[src/rtl/i2cl_pkg.sv]
package i2cl_pkg;

    localparam int BYTE_W = 8;
    localparam int BCNT_W = $clog2(BYTE_W + 1);

    // register indices
    localparam logic [2:0] IDX_OWN  = 3'd0;
    localparam logic [2:0] IDX_DIV  = 3'd1;
    localparam logic [2:0] IDX_CTL  = 3'd2;
    localparam logic [2:0] IDX_STAT = 3'd3;
    localparam logic [2:0] IDX_DAT  = 3'd4;

    // control bit positions
    localparam int CB_EN   = 7;
    localparam int CB_IEN  = 6;
    localparam int CB_MST  = 5;
    localparam int CB_TX   = 4;
    localparam int CB_NAK  = 3;
    localparam int CB_RST  = 2;

    // status bit positions
    localparam int SB_DONE = 7;
    localparam int SB_BUSY = 5;
    localparam int SB_FLAG = 1;
    localparam int SB_ACK  = 0;

    typedef enum logic [2:0] {
        OP_NONE,
        OP_START,
        OP_RSTART,
        OP_STOP,
        OP_BYTE
    } op_e;

    typedef struct packed {
        op_e              op;
        logic             rx;
        logic             nack;
        logic [BYTE_W-1:0] data;
    } cmd_t;

    typedef enum logic [2:0] {
        E_IDLE,
        E_HOLD,
        E_START,
        E_RSTART,
        E_STOP,
        E_BYTE
    } eng_e;

    // 1 means pull SDA low for this bit slot
    function automatic logic sda_low_for(input logic [BCNT_W-1:0] bitn,
                                         input logic rx, input logic nack,
                                         input logic msb);
        logic r;
        if (bitn < BCNT_W'(BYTE_W)) r = rx ? 1'b0 : ~msb;
        else                        r = rx ? ~nack : 1'b0;
        return r;
    endfunction

endpackage

[src/rtl/i2cl_tick_gen.sv]
module i2cl_tick_gen #(
    parameter int DIV_W = 8
) (
    input  logic             clk,
    input  logic             rst,
    input  logic             en,
    input  logic [DIV_W-1:0] div,
    output logic             tick
);
    logic [DIV_W-1:0] cnt_q;

    always_ff @(posedge clk) begin
        if (rst || !en) begin
            cnt_q <= '0;
            tick  <= 1'b0;
        end else if (cnt_q >= div) begin
            cnt_q <= '0;
            tick  <= 1'b1;
        end else begin
            cnt_q <= cnt_q + 1'b1;
            tick  <= 1'b0;
        end
    end

    AST_TICK_GAP: assert property (@(posedge clk) disable iff (rst)
        (tick && en && div != '0) |=> (!tick || div == '0));

endmodule

[src/rtl/i2cl_bus_mon.sv]
module i2cl_bus_mon (
    input  logic clk,
    input  logic rst,
    input  logic en,
    input  logic scl_i,
    input  logic sda_i,
    output logic busy
);
    logic scl_prev, sda_prev;
    logic start_seen, stop_seen;

    always_comb begin
        start_seen = scl_i && scl_prev && sda_prev && !sda_i;
        stop_seen  = scl_i && scl_prev && !sda_prev && sda_i;
    end

    always_ff @(posedge clk) begin
        if (rst) begin
            scl_prev <= 1'b1;
            sda_prev <= 1'b1;
            busy     <= 1'b0;
        end else begin
            scl_prev <= scl_i;
            sda_prev <= sda_i;
            if (!en)             busy <= 1'b0;
            else if (start_seen) busy <= 1'b1;
            else if (stop_seen)  busy <= 1'b0;
        end
    end

endmodule

[src/rtl/i2cl_bit_engine.sv]
module i2cl_bit_engine
    import i2cl_pkg::*;
(
    input  logic              clk,
    input  logic              rst,
    input  logic              en,
    input  logic              tick,
    input  cmd_t              cmd,
    output logic              take,
    input  logic              scl_i,
    input  logic              sda_i,
    output logic              scl_low,
    output logic              sda_low,
    output logic              done,
    output logic              done_rx,
    output logic [BYTE_W-1:0] rx_byte,
    output logic              ack_lvl,
    output logic              byte_busy
);
    eng_e               st_q;
    logic [1:0]         q_q;
    logic [BCNT_W-1:0]  bit_q;
    logic [BYTE_W-1:0]  sh_q;
    logic               rx_q, nack_q, ack_q;

    always_comb begin
        take      = en && (cmd.op != OP_NONE) && (st_q == E_IDLE || st_q == E_HOLD);
        byte_busy = (st_q == E_BYTE);
        done_rx   = rx_q;
        rx_byte   = sh_q;
        ack_lvl   = ack_q;
    end

    always_ff @(posedge clk) begin
        done <= 1'b0;
        if (rst || !en) begin
            st_q    <= E_IDLE;
            q_q     <= '0;
            bit_q   <= '0;
            sh_q    <= '0;
            rx_q    <= 1'b0;
            nack_q  <= 1'b0;
            ack_q   <= 1'b0;
            scl_low <= 1'b0;
            sda_low <= 1'b0;
        end else if (take) begin
            q_q    <= '0;
            bit_q  <= '0;
            sh_q   <= cmd.data;
            rx_q   <= cmd.rx;
            nack_q <= cmd.nack;
            case (cmd.op)
                OP_START:  if (st_q == E_IDLE) st_q <= E_START;
                OP_RSTART: if (st_q == E_HOLD) st_q <= E_RSTART;
                OP_STOP:   if (st_q == E_HOLD) st_q <= E_STOP;
                OP_BYTE:   if (st_q == E_HOLD) st_q <= E_BYTE;
                default:   ;
            endcase
        end else if (tick && st_q != E_IDLE && st_q != E_HOLD) begin
            q_q <= q_q + 2'd1;
            case (st_q)
                E_START: begin
                    if (q_q == 2'd0) begin scl_low <= 1'b0; sda_low <= 1'b0; end
                    if (q_q == 2'd1) sda_low <= 1'b1;
                    if (q_q == 2'd3) begin scl_low <= 1'b1; st_q <= E_HOLD; end
                end
                E_RSTART: begin
                    if (q_q == 2'd0) sda_low <= 1'b0;
                    if (q_q == 2'd1) scl_low <= 1'b0;
                    if (q_q == 2'd2) sda_low <= 1'b1;
                    if (q_q == 2'd3) begin scl_low <= 1'b1; st_q <= E_HOLD; end
                end
                E_STOP: begin
                    if (q_q == 2'd0) sda_low <= 1'b1;
                    if (q_q == 2'd1) scl_low <= 1'b0;
                    if (q_q == 2'd2) sda_low <= 1'b0;
                    if (q_q == 2'd3) st_q <= E_IDLE;
                end
                E_BYTE: begin
                    if (q_q == 2'd0) sda_low <= sda_low_for(bit_q, rx_q, nack_q, sh_q[BYTE_W-1]);
                    if (q_q == 2'd1) scl_low <= 1'b0;
                    if (q_q == 2'd2) begin
                        if (bit_q < BCNT_W'(BYTE_W)) sh_q <= {sh_q[BYTE_W-2:0], sda_i};
                        else                          ack_q <= sda_i;
                    end
                    if (q_q == 2'd3) begin
                        scl_low <= 1'b1;
                        if (bit_q == BCNT_W'(BYTE_W)) begin
                            st_q <= E_HOLD;
                            done <= 1'b1;
                        end else begin
                            bit_q <= bit_q + 1'b1;
                        end
                    end
                end
                default: st_q <= E_IDLE;
            endcase
        end
    end

    // data line moves only while the clock line is held low during a byte
    AST_SDA_WHILE_SCL_LOW: assert property (@(posedge clk) disable iff (rst)
        (st_q == E_BYTE && !$stable(sda_low)) |-> (scl_low && $past(scl_low) && !scl_i));

    AST_DISABLE_RELEASE: assert property (@(posedge clk) disable iff (rst)
        !en |=> (!scl_low && !sda_low));

endmodule

[src/rtl/i2cl_regs.sv]
module i2cl_regs
    import i2cl_pkg::*;
#(
    parameter int DIV_W = 8
) (
    input  logic              clk,
    input  logic              rst,
    input  logic              reg_wr,
    input  logic              reg_rd,
    input  logic [2:0]        reg_idx,
    input  logic [7:0]        reg_wdata,
    output logic [7:0]        reg_rdata,
    output logic              irq,
    output logic              en,
    output logic [DIV_W-1:0]  div,
    output cmd_t              cmd,
    input  logic              take,
    input  logic              done,
    input  logic              done_rx,
    input  logic [BYTE_W-1:0] done_byte,
    input  logic              done_ack,
    input  logic              byte_busy,
    input  logic              bus_busy
);
    logic [7:0]        own_q;
    logic              ien_q, mst_q, tx_q, nak_q;
    logic              flag_q, ack_q;
    logic [BYTE_W-1:0] rxd_q;
    logic              tc;
    logic              ctl_off_wr, flag_clr_wr;

    always_comb begin
        tc          = !byte_busy && (cmd.op != OP_BYTE);
        irq         = flag_q && ien_q;
        ctl_off_wr  = reg_wr && reg_idx == IDX_CTL && !reg_wdata[CB_EN];
        flag_clr_wr = reg_wr && reg_idx == IDX_STAT && !reg_wdata[SB_FLAG];
        case (reg_idx)
            IDX_OWN:  reg_rdata = own_q;
            IDX_DIV:  reg_rdata = 8'(div);
            IDX_CTL:  reg_rdata = {en, ien_q, mst_q, tx_q, nak_q, 3'b000};
            IDX_STAT: reg_rdata = {tc, 1'b0, bus_busy, 3'b000, flag_q, ack_q};
            IDX_DAT:  reg_rdata = rxd_q;
            default:  reg_rdata = 8'h00;
        endcase
    end

    always_ff @(posedge clk) begin
        if (rst) begin
            own_q  <= '0;
            div    <= '0;
            en     <= 1'b0;
            ien_q  <= 1'b0;
            mst_q  <= 1'b0;
            tx_q   <= 1'b0;
            nak_q  <= 1'b0;
            flag_q <= 1'b0;
            ack_q  <= 1'b0;
            rxd_q  <= '0;
            cmd    <= '{op: OP_NONE, rx: 1'b0, nack: 1'b0, data: '0};
        end else begin
            if (take) cmd.op <= OP_NONE;
            if (done && en) begin
                flag_q <= 1'b1;
                ack_q  <= done_ack;
                if (done_rx) rxd_q <= done_byte;
            end
            if (reg_wr) begin
                case (reg_idx)
                    IDX_OWN: own_q <= reg_wdata;
                    IDX_DIV: div   <= reg_wdata[DIV_W-1:0];
                    IDX_CTL: begin
                        en    <= reg_wdata[CB_EN];
                        ien_q <= reg_wdata[CB_IEN];
                        tx_q  <= reg_wdata[CB_TX];
                        nak_q <= reg_wdata[CB_NAK];
                        if (!reg_wdata[CB_EN]) begin
                            mst_q  <= 1'b0;
                            flag_q <= 1'b0;
                            cmd.op <= OP_NONE;
                        end else begin
                            mst_q <= reg_wdata[CB_MST];
                            if (!mst_q && reg_wdata[CB_MST])
                                cmd.op <= OP_START;
                            else if (mst_q && !reg_wdata[CB_MST])
                                cmd.op <= OP_STOP;
                            else if (mst_q && reg_wdata[CB_RST])
                                cmd.op <= OP_RSTART;
                        end
                    end
                    IDX_STAT: if (!reg_wdata[SB_FLAG]) flag_q <= 1'b0;
                    IDX_DAT: if (en && mst_q && tx_q)
                        cmd <= '{op: OP_BYTE, rx: 1'b0, nack: 1'b0, data: reg_wdata};
                    default: ;
                endcase
            end
            if (reg_rd && reg_idx == IDX_DAT && en && mst_q && !tx_q)
                cmd <= '{op: OP_BYTE, rx: 1'b1, nack: nak_q, data: '0};
        end
    end

    AST_DONE_SETS_FLAG: assert property (@(posedge clk) disable iff (rst)
        (done && en && !ctl_off_wr) |=> flag_q);

    AST_FLAG_STICKY: assert property (@(posedge clk) disable iff (rst)
        (flag_q && !flag_clr_wr && !ctl_off_wr) |=> flag_q);

endmodule

[src/rtl/i2c_lag_master.sv]
module i2c_lag_master
    import i2cl_pkg::*;
#(
    parameter int DIV_W = 8
) (
    input  logic       clk,
    input  logic       rst,
    input  logic       reg_wr,
    input  logic       reg_rd,
    input  logic [2:0] reg_idx,
    input  logic [7:0] reg_wdata,
    output logic [7:0] reg_rdata,
    output logic       irq,
    input  logic       scl_in,
    input  logic       sda_in,
    output logic       scl_pull,
    output logic       sda_pull
);
    logic              en, tick, take, done, done_rx, ack_lvl, byte_busy, bus_busy;
    logic [DIV_W-1:0]  div;
    logic [BYTE_W-1:0] rx_byte;
    cmd_t              cmd;

    i2cl_regs #(.DIV_W(DIV_W)) u_regs (
        .clk(clk), .rst(rst), .reg_wr(reg_wr), .reg_rd(reg_rd), .reg_idx(reg_idx),
        .reg_wdata(reg_wdata), .reg_rdata(reg_rdata), .irq(irq), .en(en), .div(div),
        .cmd(cmd), .take(take), .done(done), .done_rx(done_rx), .done_byte(rx_byte),
        .done_ack(ack_lvl), .byte_busy(byte_busy), .bus_busy(bus_busy)
    );

    i2cl_tick_gen #(.DIV_W(DIV_W)) u_tick (
        .clk(clk), .rst(rst), .en(en), .div(div), .tick(tick)
    );

    i2cl_bit_engine u_eng (
        .clk(clk), .rst(rst), .en(en), .tick(tick), .cmd(cmd), .take(take),
        .scl_i(scl_in), .sda_i(sda_in), .scl_low(scl_pull), .sda_low(sda_pull),
        .done(done), .done_rx(done_rx), .rx_byte(rx_byte), .ack_lvl(ack_lvl),
        .byte_busy(byte_busy)
    );

    i2cl_bus_mon u_mon (
        .clk(clk), .rst(rst), .en(en), .scl_i(scl_in), .sda_i(sda_in), .busy(bus_busy)
    );

    // a byte only shifts on a bus that the monitor saw claimed
    AST_BYTE_ON_BUSY_BUS: assert property (@(posedge clk) disable iff (rst)
        byte_busy |-> bus_busy);

endmodule

[config.mk]
export PLATFORM = sky130hd
export DESIGN_NAME = i2c_lag_master
export DESIGN_NICKNAME = d
export VERILOG_FILES = /design/src/rtl/i2cl_pkg.sv /design/src/rtl/i2cl_tick_gen.sv /design/src/rtl/i2cl_bus_mon.sv /design/src/rtl/i2cl_bit_engine.sv /design/src/rtl/i2cl_regs.sv /design/src/rtl/i2c_lag_master.sv
export SDC_FILE = /design/constraint.sdc
export NUM_CORES = 1
export LEC_CHECK = 0
export BUFFER_PORTS_ARGS = -buffer_cell sky130_fd_sc_hd__buf_2
export CAP_MARGIN = 40
export CORE_MARGIN = 2
export CORE_UTILIZATION = 26
export DETAILED_ROUTE_END_ITERATION = 10
export SLEW_MARGIN = 20
export SYNTH_ARGS = -nofsm -noshare
export SYNTH_HDL_FRONTEND = slang
export SYNTH_SLANG_ARGS = --single-unit
[constraint.sdc]
create_clock -name clk -period 3 [get_ports clk]
set_input_delay 0.6 -clock clk [delete_from_list [all_inputs] [get_ports clk]]
set_output_delay 0.6 -clock clk [all_outputs]
set_load 0.1 [all_outputs]
; ---- Word-level counts from Yosys, hierarchy flattened
; Cells that the tools add are included.
[totals]
ff_bits = 79
output_inout_bits = 11
inputBits = 17
[classes]
muxes = 53
order_cmp = 2
bitwise = 9
n_addsub = 3
reduce_logical = 64
eq_ne = 31
[ops]
columns = cell, count
row1 = 3-bit 2-to-1 mux, 15
row2 = 8-bit 2-to-1 mux, 5
row3 = 8-bit one-hot mux with 5 select lines, 1
row4 = 13-bit 2-to-1 mux, 3
row5 = 1-bit 2-to-1 mux, 22
row6 = 1-bit logical AND, 21
row7 = 3-bit by 2-bit != test with 1-bit output (second input constant), 7
row8 = 3-bit by 2-bit equality test with 1-bit output (second input constant), 6
row9 = 2-bit nonzero test, 8
row10 = 3-bit equality test (second input constant), 4
row11 = 3-bit by 1-bit != test with 1-bit output (second input constant), 4
row12 = 3-bit one-hot mux with 4 select lines, 1
row13 = 4-bit AND reduction, 3
row14 = 2-bit OR reduction, 6
row15 = 10-bit 2-to-1 mux, 1
row16 = 10-bit AND reduction, 1
row17 = 5-bit AND reduction, 2
row18 = 3-bit by 1-bit equality test with 1-bit output (second input constant), 3
row19 = 1-bit NOT, 9
row20 = 3-bit one-hot mux with 3 select lines, 1
row21 = 3-bit nonzero test, 3
row22 = 8-bit by 1-bit adder with 8-bit output (second input constant), 1
row23 = 8-bit >= comparator, 1
row24 = 2-bit AND reduction, 4
row25 = 20 further kinds, 30

; ---- Logic depth before layout (Yosys ltp)
; Gate-level depths: netlist of the first run.
[depth]
depth_word = 11
mapped_depth = 7
depth_no_buf = 7

; ---- By module
; Synthesis of the first run repeated with hierarchy kept, for this count alone.
[hier_totals]
hier_cells = 472
area_unflattened_um2 = 4125.2
[by_module_without_submodules]
columns = mod, seq_area_each_um2, cells_each, area_per_inst_um2, instances
row1 = i2cl_regs, 880.8, 241, 2070.7, 1
row2 = i2cl_bit_engine, 460.4, 159, 1345.0, 1
row3 = i2cl_tick_gen, 180.2, 61, 604.3, 1
row4 = i2cl_bus_mon, 60.1, 11, 105.1, 1

; ---- Worst setup path after synthesis of the first run
; No wires, ideal clock.
[synth_timing]
path_kind = input-to-output
start = input port reg_idx[0]
end = output port reg_rdata[3]
setup_slack_ns = -0.897
arrival_time_ns = 3.297
path_stages = 4
cell_sequence = buf_2 -> nor2b_1 -> a21oi_1 -> o21ai_0
[synth_via]
elab_chain_len = 2
word_cells_on_any_way = 6
classes_between = eq/ne: 4 / mux: 1 / reduce/logical: 1
[synth_rtl]
columns = item, line_no
row1 = start: declaration, i2c_lag_master.sv:10  ; input logic [2:0] reg_idx,
row2 = "3-bit equality test, or another cell as far along", i2cl_regs.sv:37  ; case (reg_idx)
row3 = 8-bit one-hot mux with 5 select lines (*), i2cl_regs.sv:37
row4 = end: declaration, i2c_lag_master.sv:12  ; output logic [7:0] reg_rdata,
; Mark *: on every way between the ends. The rest lies on a longest branch, timed or not.

; ---- Worst setup path in the final report of the first run
[layout_timing]
start = input port reg_idx[0]
end = output port reg_rdata[5]
; The elaborated chain is that of the path after synthesis.

==> flow_metrics.env, run 1 <==
export IMPL_number_of_antenna_violations_at_the_first_check_in_global_routing=0
export IMPL_critical_path_endpoint_type="output pin"
export IMPL_p_leak_nw=1.73
export IMPL_initial_utilization_pct=26.4
export IMPL_cpPeakStageDelay_ns=0.44
export IMPL_min_period_ns=2.68
export IMPL_cts_htree_levels=3
export IMPL_first_global_vias=3182
export IMPL_path_class="in -> out"
export IMPL_timing_critical_path_required_ns=2.40
export IMPL_clkSinkCount=79
export IMPL_yosys_warnings=0
export IMPL_power_sequential_fraction_pct=49.1
export IMPL_placed_area_sq_um=4310
export IMPL_critical_path_top_cell_by_count="sky130_fd_sc_hd__buf_2"
export IMPL_grt_max_degree=23
export IMPL_path_clk_slew_ns=0.06
export IMPL_report_final_hold_viol_count=0
export IMPL_place_worst_setup_slack_ns=0.346
export IMPL_fmax_ghz=0.373
export IMPL_area_growth_synth_to_final_pct=14.4
export IMPL_final_net_count=512
export IMPL_yosysUniqueCellTypes=62
export IMPL_final_layout_size_suffix_gt1_share_pct=15.7
export IMPL_cell_internal_pwr_mw=1.65
export IMPL_detail_route_antenna_nets=0
export IMPL_layout_worst_path_cycle_share_pct=89.3
export IMPL_pwr_share_comb_pct=5.3
export IMPL_p_sw_share_pct=23.7
export IMPL_fillCellCount=1545
export IMPL_antenna_diode_count=0
export IMPL_clkPwrFrac_pct=45.6
export IMPL_outcome="complete, no violations"
export IMPL_grt_first_pass_wirelength_mm=16.4
export IMPL_port_buffers=27
export IMPL_routedWlPerCell_um=14.9
export IMPL_worst_slew_pin_slew_ns=0.554
export IMPL_clk_path_buf_depth=2
export IMPL_finalSetupViolations=0
export IMPL_syn_area_sq_um=4000
export IMPL_die_height_um=128
export IMPL_top_level_ports=28
export IMPL_postCtsSetupRepairBufs=0
export IMPL_hold_path_class="reg -> reg"
export IMPL_vias=3251
export IMPL_finalWirelength_mm=10.1
export IMPL_setup_ws_ns=0.320
export IMPL_post_cts_resized=0
export IMPL_maximum_capacitance_violations=0
export IMPL_critical_path_arrival_ns=2.08
export IMPL_root_buffer="sky130_fd_sc_hd__clkbuf_16"
export IMPL_nature_of_the_critical_path_startpoint="primary input"
export IMPL_dieWidth_um=128
export IMPL_layout_cell_area_non_filler_sq_um=4580
export IMPL_worst_clock_skew_ns=0.00440
export IMPL_path_cells="buf_2 -> nor2b_1 -> a22oi_1 -> o22ai_2 -> buf_2"
export IMPL_critPathSlowestCell="sky130_fd_sc_hd__buf_2"
export IMPL_drt_vias_per_instance=4.83
export IMPL_finalHoldWorstSlack_ns=0.454
export IMPL_global_route_total_overflow=0
export IMPL_tns_ns=0
export IMPL_dpl_hpwl_mm=7.61
export IMPL_drt_pass1_iter_count=4
export IMPL_core_area_sq_um=15100
export IMPL_finalWeightedCongestion=0.912
export IMPL_power_density_nw_per_um2=473
export IMPL_cts_inserted_buffers=9
export IMPL_ys_seq_elements=79
export IMPL_switchingPower_uw=514
export IMPL_vdd_drop_max_uv=195
export IMPL_path_max_fanout=19
export IMPL_drt_iter0_drc=170
export IMPL_crit_buf_inv=2
export IMPL_cts_tree="built"
export IMPL_postSynthNetCount=493
export IMPL_synth_instances=461
export IMPL_async_flop_share_pct=0
export IMPL_fp_row_count=45
export IMPL_synth_sequential_area_ratio_pct=39.5
export IMPL_timing_final_max_slew_violations=0
export IMPL_cts_hold_fix_buffers=0
export IMPL_synth_edf_count=0
export IMPL_die_area_sq_um=16400
export IMPL_clk_latency_ns=0.33
export IMPL_crit_family="buffers and inverters"
export IMPL_drc_errors=0
export IMPL_totalPowerFinal_mw=2.17
export IMPL_gr_usage_all_layers_pct=13.0
export IMPL_synth_flop_cell="sky130_fd_sc_hd__dfxtp_1"
export IMPL_rsz0062_at_grt="no"
export IMPL_synth_area_per_cell_sq_um=8.68
export IMPL_maxSlewHeadroom_pct=62.8
[synth_stat cells, drive strengths merged, types with 10 or more instances]
master	instances	area [sq um]
nand2	43	161
nand3	14	70.1
a211oi	14	145
ha	15	188
nor2	76	295
inv	18	67.6
dfxtp	79	1580
a21oi	35	175
buf	17	103
mux2i	45	450
nand2b	10	70.1
o21ai	15	75.1
[final cells by class]
class	instances	area, sq um	area share [%]
tap	188	235	5.14
sequential	79	1580	34.5
multi-input combinational	340	2250	49.2
clock buffer	11	233	5.08
clock inverter	5	33.8	0.738
inverter	18	67.6	1.48
timing repair buffer	32	173	3.77
[registers in the layout, summed over array words and instances (netlist names), 2 cells and up]
name / flops
u_regs.div: 8
u_regs.own_q: 8
u_eng.bit_q: 4
u_regs.cmd: 13
u_regs.rxd_q: 8
u_eng.q_q: 2
u_tick.cnt_q: 8
u_eng.st_q: 3
u_eng.rx_byte: 8
[through the flow]
| step | util (%) | cells |
|---|---|---|
| final | 30.2 | 673 |
| after global routing | 30.2 | 673 |
| after CTS | 30.2 | 673 |
| after detailed placement | 28.5 | 657 |
| after floorplan | - | 461 |
| after global placement | 28.5 | 657 |
[path summary, 6_finish.rpt]
check	start	end	slack [ns]	cells past startpoint
worst max-delay path	reg_idx[0]	reg_rdata[5]	0.32	5
worst min-delay path	u_regs.own_q[1]$_SDFFE_PP0P_	u_regs.own_q[1]$_SDFFE_PP0P_	0.45	2
worst max register to register	u_regs.en$_SDFFE_PP0P_	u_eng.rx_byte[2]$_SDFFE_PP0P_	1.03	6
worst min register to register	u_regs.own_q[1]$_SDFFE_PP0P_	u_regs.own_q[1]$_SDFFE_PP0P_	0.45	2
[cell families (layout without fill, tap and decap cells)]
group	Yosys count	after routing	synth area share (%)
and+or+nand+nor	179	179	21.8
buffers and inverters	42	66	4.91
xor gates and xnor gates	12	12	2.63
AOI/OAI and AO/OA	89	89	15.3
DFF	79	79	39.5
adders and majority gates	15	15	4.69
muxes	45	45	11.3
[worst min-delay path, cell delays in order (launching register included)]
cell	delay, ns
sky130_fd_sc_hd__dfxtp_1	0.31
sky130_fd_sc_hd__nand2_1	0.05
sky130_fd_sc_hd__a21oi_1	0.05
[layout by cell type, fill, tap and decap left out, drive strengths merged, types with 3 or more instances in the layout]
cell type,instances
dfxtp,79
nor2,76
mux2i,45
nand2,43
a21oi,35
buf,32
inv,19
ha,15
o21ai,15
nand3,14
a211oi,14
clkbuf,11
nand2b,10
nor2b,6
xor2,6
xnor2,6
and3,5
nor3b,4
nand3b,4
or2,4
a31oi,3
nor3,3
[routing by layer]
metal  up-vias  GRT usage (%)  share of wire [%]
li1       1636              -                  -
met1      1565           16.0                 45
met2        34           22.0                 50
met3        16           2.80                2.6
met4         0           5.17                2.2
met5         -              0                  0
[power groups by stage]
| stage | Sequential (mW) | Combinational (mW) | Clock, mW |
|---|---|---|---|
| floorplan | 1.08 | 0.0777 | 0 |
| global placement | 1.09 | 0.112 | 0 |
| detailed placement | 1.09 | 0.114 | 0 |
| CTS | 1.06 | 0.114 | 1.01 |
| global route | 1.06 | 0.124 | 1.07 |
| finish | 1.06 | 0.114 | 0.988 |
Note: power is estimated with default switching activity, not from simulation.
==> run 2: changes to the inputs <==
- CTS_BUF_LIST: default -> sky130_fd_sc_hd__clkbuf_2
==> run 2 against run 1 <==
Net effect:
- cell area decreased by 3.8%
- fmax decreased by 4.2%
- final cell count increased by 0.15%
- core utilization decreased by 1.2 points
- combinational power about the same
- clock skew increased by 0.0084 ns
- worst setup slack got worse by 0.12 ns
- sequential power about the same
- critical path type is now reg -> out
==> flow_metrics.env, run 2 (synthesized netlist as in run 1, its figures left out) <==
export IMPL_maxSlewHeadroom_pct=63.0
export IMPL_ff2ff_path_depth=6
export IMPL_path_class="reg -> out"
export IMPL_first_global_vias=3174
export IMPL_post_layout_nonfiller_instances=674
export IMPL_clkSinkCount=79
export IMPL_cts_hold_fix_buffers=0
export IMPL_min_period_ns=2.80
export IMPL_fp_row_count=45
export IMPL_number_of_antenna_violations_at_the_first_check_in_global_routing=1
export IMPL_vias=3254
export IMPL_worstHoldStart="scl_in"
export IMPL_path_clk_slew_ns=0.21
export IMPL_report_final_hold_viol_count=0
export IMPL_power_density_nw_per_um2=380
export IMPL_timing_hold_worst_path_depth=2
export IMPL_rsz0062_at_grt="no"
export IMPL_grt_first_pass_wirelength_mm=16.3
export IMPL_timing_final_max_slew_violations=0
export IMPL_p_leak_nw=1.66
export IMPL_worst_slew_pin_slew_ns=0.553
export IMPL_critical_path_arrival_ns=2.20
export IMPL_root_buffer="sky130_fd_sc_hd__clkbuf_2"
export IMPL_finalWeightedCongestion=0.912
export IMPL_hold_path_class="in -> reg"
export IMPL_dpl_hpwl_mm=7.61
export IMPL_cts_htree_levels=3
export IMPL_register_with_the_highest_flop_count="u_regs.cmd"
export IMPL_nature_of_the_critical_path_startpoint="flop"
export IMPL_detail_route_antenna_nets=0
export IMPL_layout_commonest_cell="sky130_fd_sc_hd__dfxtp_1"
export IMPL_die_height_um=128
export IMPL_layout_cells_most_common_list="sky130_fd_sc_hd__dfxtp_1 (79), sky130_fd_sc_hd__nor2_1 (71), sky130_fd_sc_hd__mux2i_1 (45)"
export IMPL_path_max_fanout=12
export IMPL_fmax_ghz=0.357
export IMPL_largest_register_ff_count=13
export IMPL_maximum_capacitance_violations=0
export IMPL_cts_tree="built"
export IMPL_r2r_end="u_eng.rx_byte[2]$_SDFFE_PP0P_"
export IMPL_routedWlPerCell_um=14.9
export IMPL_clk_path_buf_depth=2
export IMPL_timing_critical_path_required_ns=2.40
export IMPL_layout_worst_path_cycle_share_pct=93.3
export IMPL_die_area_sq_um=16400
export IMPL_post_place_cells=657
export IMPL_drt_pass1_iter_count=4
export IMPL_drt_iter0_drc=191
export IMPL_drc_errors=0
export IMPL_finalWirelength_mm=10.0
export IMPL_final_net_count=512
export IMPL_critical_path_endpoint_type="output pin"
export IMPL_setup_reg_to_reg_worst_slack_ns=1.00
export IMPL_worst_clock_skew_ns=0.0128
export IMPL_whs_endpoint="u_mon.scl_prev$_SDFF_PP1_"
export IMPL_area_growth_synth_to_final_pct=10.0
export IMPL_post_cts_resized=0
export IMPL_initial_utilization_pct=26.4
export IMPL_grt_max_degree=23
export IMPL_final_layout_size_suffix_gt1_share_pct=16.1
export IMPL_postCtsSetupRepairBufs=0
export IMPL_outcome="complete, no violations"
export IMPL_gr_usage_all_layers_pct=12.9
export IMPL_finalCoreUtilization_pct=29.1
export IMPL_cts_inserted_buffers=9
export IMPL_core_area_sq_um=15100
export IMPL_clk_latency_ns=0.52
export IMPL_worst_r2r_startpoint="u_regs.en$_SDFFE_PP0P_"
export IMPL_vdd_drop_max_uv=125
export IMPL_finalSetupViolations=0
export IMPL_port_buffers=27
export IMPL_dieWidth_um=128
export IMPL_global_route_total_overflow=0
export IMPL_drt_vias_per_instance=4.83
export IMPL_top_level_ports=28
==> run 2: cell types whose count changed in the layout (fill, tap and decap cells not counted), sizes merged <==
cell   before  now
diode       0    1
==> run 2: cell type report <==
type | instances | area (sq um)
Antenna cell | 1 | 2.50
Clock buffer | 11 | 55.1
Clock inverter | 5 | 33.8
Fill cell | 1568 | 10700
Inverter | 18 | 67.6
Multi-Input combinational cell | 340 | 2250
Sequential cell | 79 | 1580
Tap cell | 188 | 235
Timing Repair Buffer | 32 | 173
==> run 2: stage by stage <==
step | cell area [sq um] | hold WS [ns] | total power [mW] | setup slack, ns | TNS (ns)
floorplan | 4030 | 0.436 | 1.16 | -0.144 | -0.144
global placement | 4310 | 0.441 | 1.20 | 0.414 | 0
detailed placement | 4310 | 0.447 | 1.20 | 0.346 | 0
CTS | 4400 | 0.240 | 1.69 | 0.155 | 0
global route | 4400 | 0.261 | 1.75 | 0.0790 | 0
finish | 4400 | 0.288 | 1.67 | 0.202 | 0
==> run 2: how the worst max path moves through the flow <==
stage | start | endpoint | cells past startpoint
after floorplan | reg_idx[0] | reg_rdata[3] | 4
after global placement | reg_idx[0] | reg_rdata[5] | 5
after detailed placement | reg_idx[0] | reg_rdata[5] | 5
after CTS | u_eng.st_q[1]$_SDFFE_PP0P_ | reg_rdata[7] | 5
after global routing | u_eng.st_q[1]$_SDFFE_PP0P_ | reg_rdata[7] | 5
final | u_eng.st_q[1]$_SDFFE_PP0P_ | reg_rdata[7] | 5
==> run 2: critical path, cell delays in order, from the launching register on <==
cell	delay (ns)
sky130_fd_sc_hd__dfxtp_1	0.61
sky130_fd_sc_hd__nand3b_4	0.26
sky130_fd_sc_hd__nand3_1	0.08
sky130_fd_sc_hd__o21ai_0	0.15
sky130_fd_sc_hd__o2bb2ai_2	0.14
sky130_fd_sc_hd__buf_2	0.44
==> run 2: layer usage <==
layer | track usage (%) | vias to the layer above | share of wire, %
met5 | 0 | - | 0
met4 | 6.53 | 0 | 2.2
met3 | 1.67 | 15 | 2.2
met2 | 21.9 | 38 | 49
met1 | 15.9 | 1563 | 46
li1 | - | 1638 | -
==> run 2: power breakdown <==
group	total, mW	switching, mW	internal (mW)
Clock	0.491	0.376	0.116
Combinational	0.115	0.0798	0.0347
Sequential	1.07	0.00652	1.06
Total	1.67	0.462	1.21
==> run 3: changes to the inputs <==
- BUFFER_PORTS_ARGS: -buffer_cell sky130_fd_sc_hd__buf_2 -> default
- DONT_BUFFER_PORTS: default -> 1
==> run 3 against run 2 <==
Net effect:
- final cell count decreased by 2.8%
- total power increased by 6.8%
- register-to-register slack got worse by 0.02 ns
- clock skew increased by 0.023 ns
- routed wire length decreased by 4.4%
- cell area about the same
- hold slack got worse by 0.17 ns
- die area unchanged
- combinational power decreased by 40%
- first-iteration DRC count increased by 21%
- via count decreased by 1.2%
- clock power increased by 32%
- critical endpoint unchanged
- largest cell class unchanged
- highest routed layer unchanged
==> flow_metrics.env, run 3 (synthesized netlist as in run 1, its figures left out) <==
export IMPL_area_growth_synth_to_final_pct=10.0
export IMPL_path_clk_slew_ns=0.23
export IMPL_drt_iter0_drc=232
export IMPL_initial_utilization_pct=26.4
export IMPL_finalSetupViolations=0
export IMPL_layout_worst_path_cycle_share_pct=88.7
export IMPL_ff2ff_path_depth=5
export IMPL_critical_path_endpoint_type="output pin"
export IMPL_timing_final_max_slew_violations=0
export IMPL_post_cts_resized=0
export IMPL_port_buffers=0
export IMPL_vias=3214
export IMPL_finalWirelength_mm=9.58
export IMPL_cpPeakStageDelay_ns=0.62
export IMPL_startpoint="u_eng.st_q[1]$_SDFFE_PP0P_"
export IMPL_setup_reg_to_reg_worst_slack_ns=0.98
export IMPL_drt_vias_per_instance=4.91
export IMPL_nature_of_the_critical_path_startpoint="flop"
export IMPL_worstHoldStart="rst"
export IMPL_drc_errors=0
export IMPL_worst_clock_skew_ns=0.0360
export IMPL_min_period_ns=2.66
export IMPL_timing_hold_worst_path_depth=1
export IMPL_fp_row_count=45
export IMPL_routedWlPerCell_um=14.6
export IMPL_timing_critical_path_required_ns=2.40
export IMPL_final_net_count=493
export IMPL_whs_endpoint="u_regs.rxd_q[6]$_SDFFE_PP0P_"
export IMPL_die_area_sq_um=16400
export IMPL_outcome="complete, no violations"
export IMPL_layout_cells_most_common_list="sky130_fd_sc_hd__dfxtp_1 (79), sky130_fd_sc_hd__nor2_1 (71), sky130_fd_sc_hd__mux2i_1 (45)"
export IMPL_clk_path_buf_depth=2
export IMPL_cts_htree_levels=3
export IMPL_dieWidth_um=128
export IMPL_critical_path_arrival_ns=2.06
export IMPL_worst_slew_pin_slew_ns=0.727
export IMPL_report_final_hold_viol_count=0
export IMPL_path_class="reg -> out"
export IMPL_largest_register_ff_count=13
export IMPL_worst_r2r_startpoint="u_regs.en$_SDFFE_PP0P_"
export IMPL_vdd_drop_max_uv=155
export IMPL_r2r_end="u_regs.cmd[10]$_SDFF_PP0_"
export IMPL_core_area_sq_um=15100
export IMPL_placed_area_sq_um=4270
export IMPL_fmax_ghz=0.376
export IMPL_path_max_fanout=12
export IMPL_maximum_capacitance_violations=0
export IMPL_finalCoreUtilization_pct=29.1
export IMPL_clkSinkCount=79
export IMPL_gr_usage_all_layers_pct=12.3
export IMPL_number_of_antenna_violations_at_the_first_check_in_global_routing=1
export IMPL_power_density_nw_per_um2=405
export IMPL_top_level_ports=28
export IMPL_critPathSlowestCell="sky130_fd_sc_hd__dfxtp_1"
export IMPL_grt_max_degree=39
export IMPL_cts_inserted_buffers=9
export IMPL_layout_cell_area_non_filler_sq_um=4400
export IMPL_cts_hold_fix_buffers=0
export IMPL_dpl_hpwl_mm=7.23
export IMPL_final_layout_size_suffix_gt1_share_pct=12.4
export IMPL_p_leak_nw=1.61
export IMPL_rsz0062_at_grt="no"
export IMPL_layout_commonest_cell="sky130_fd_sc_hd__dfxtp_1"
export IMPL_drt_pass1_iter_count=5
export IMPL_first_global_vias=3083
export IMPL_finalWeightedCongestion=0.900
export IMPL_postCtsSetupRepairBufs=0
export IMPL_fillCellCount=1580
export IMPL_path_cells="nand3b_4 -> nand3_1 -> o21ai_0 -> o2bb2ai_2 -> buf_4"
export IMPL_global_route_total_overflow=0
export IMPL_cts_tree="built"
export IMPL_clk_latency_ns=0.53
export IMPL_register_with_the_highest_flop_count="u_regs.cmd"
export IMPL_grt_first_pass_wirelength_mm=15.8
export IMPL_root_buffer="sky130_fd_sc_hd__clkbuf_2"
export IMPL_hold_path_class="in -> reg"
export IMPL_die_height_um=128
export IMPL_detail_route_antenna_nets=0
export IMPL_maxSlewHeadroom_pct=51.4
==> run 3: cell count changes in the layout (fill, tap and decap cells not counted), sizes merged <==
cell,change
buf,-19
bufinv,+2
clkbuf,-1
clkinvlp,-1
==> run 3: worst max-delay path, delay by kind of cell, from the launching register on <==
family	cells	cell delay, ns
compound gates	2	0.26
buf+inv	1	0.31
flops	1	0.62
simple gates	2	0.36
==> run 3: through the flow <==
step | total power [mW] | setup TNS [ns] | setup WS [ns] | std cells | hold slack, ns
floorplan | 1.16 | -0.144 | -0.144 | 461 | 0.436
global placement | 1.15 | 0 | 0.918 | 636 | 0.435
detailed placement | 1.16 | 0 | 0.884 | 638 | 0.439
CTS | 1.80 | 0 | 0.308 | 654 | 0.0742
global route | 1.86 | 0 | 0.141 | 655 | 0.0347
finish | 1.78 | 0 | 0.338 | 655 | 0.116
==> run 3: report_power, final <==
part | internal (mW) | switching (mW)
logic | 0.0275 | 0.0419
clock network | 0.277 | 0.372
registers | 1.06 | 0.00686
total | 1.36 | 0.421
==> run 3: per-layer routing <==
layer | routed length [um] | GRT usage (%)
met5 | 0 | 0
met4 | 248 | 4.78
met3 | 454 | 3.17
met2 | 4560 | 20.3
met1 | 4310 | 15.5
==> run 3: cell type report <==
type | instances | area, sq um | area share [%]
timing repair buffer | 13 | 125 | 2.84
clock inverter | 6 | 83.8 | 1.90
tap | 188 | 235 | 5.34
multi-input combinational | 340 | 2260 | 51.3
inverter | 18 | 67.6 | 1.53
clock buffer | 10 | 50.0 | 1.14
antenna | 1 | 2.50 | 0.0568
sequential | 79 | 1580 | 35.9
==> run 3: worst max path at each step <==
stage	end	slack, ns	cells past startpoint
3_5_place_dp	reg_rdata[7]	0.88	4
4_1_cts	reg_rdata[7]	0.31	5
2_1_floorplan	reg_rdata[3]	-0.14	4
6_report	reg_rdata[7]	0.34	5
5_1_grt	reg_rdata[7]	0.14	5
3_3_place_gp	reg_rdata[5]	0.92	4
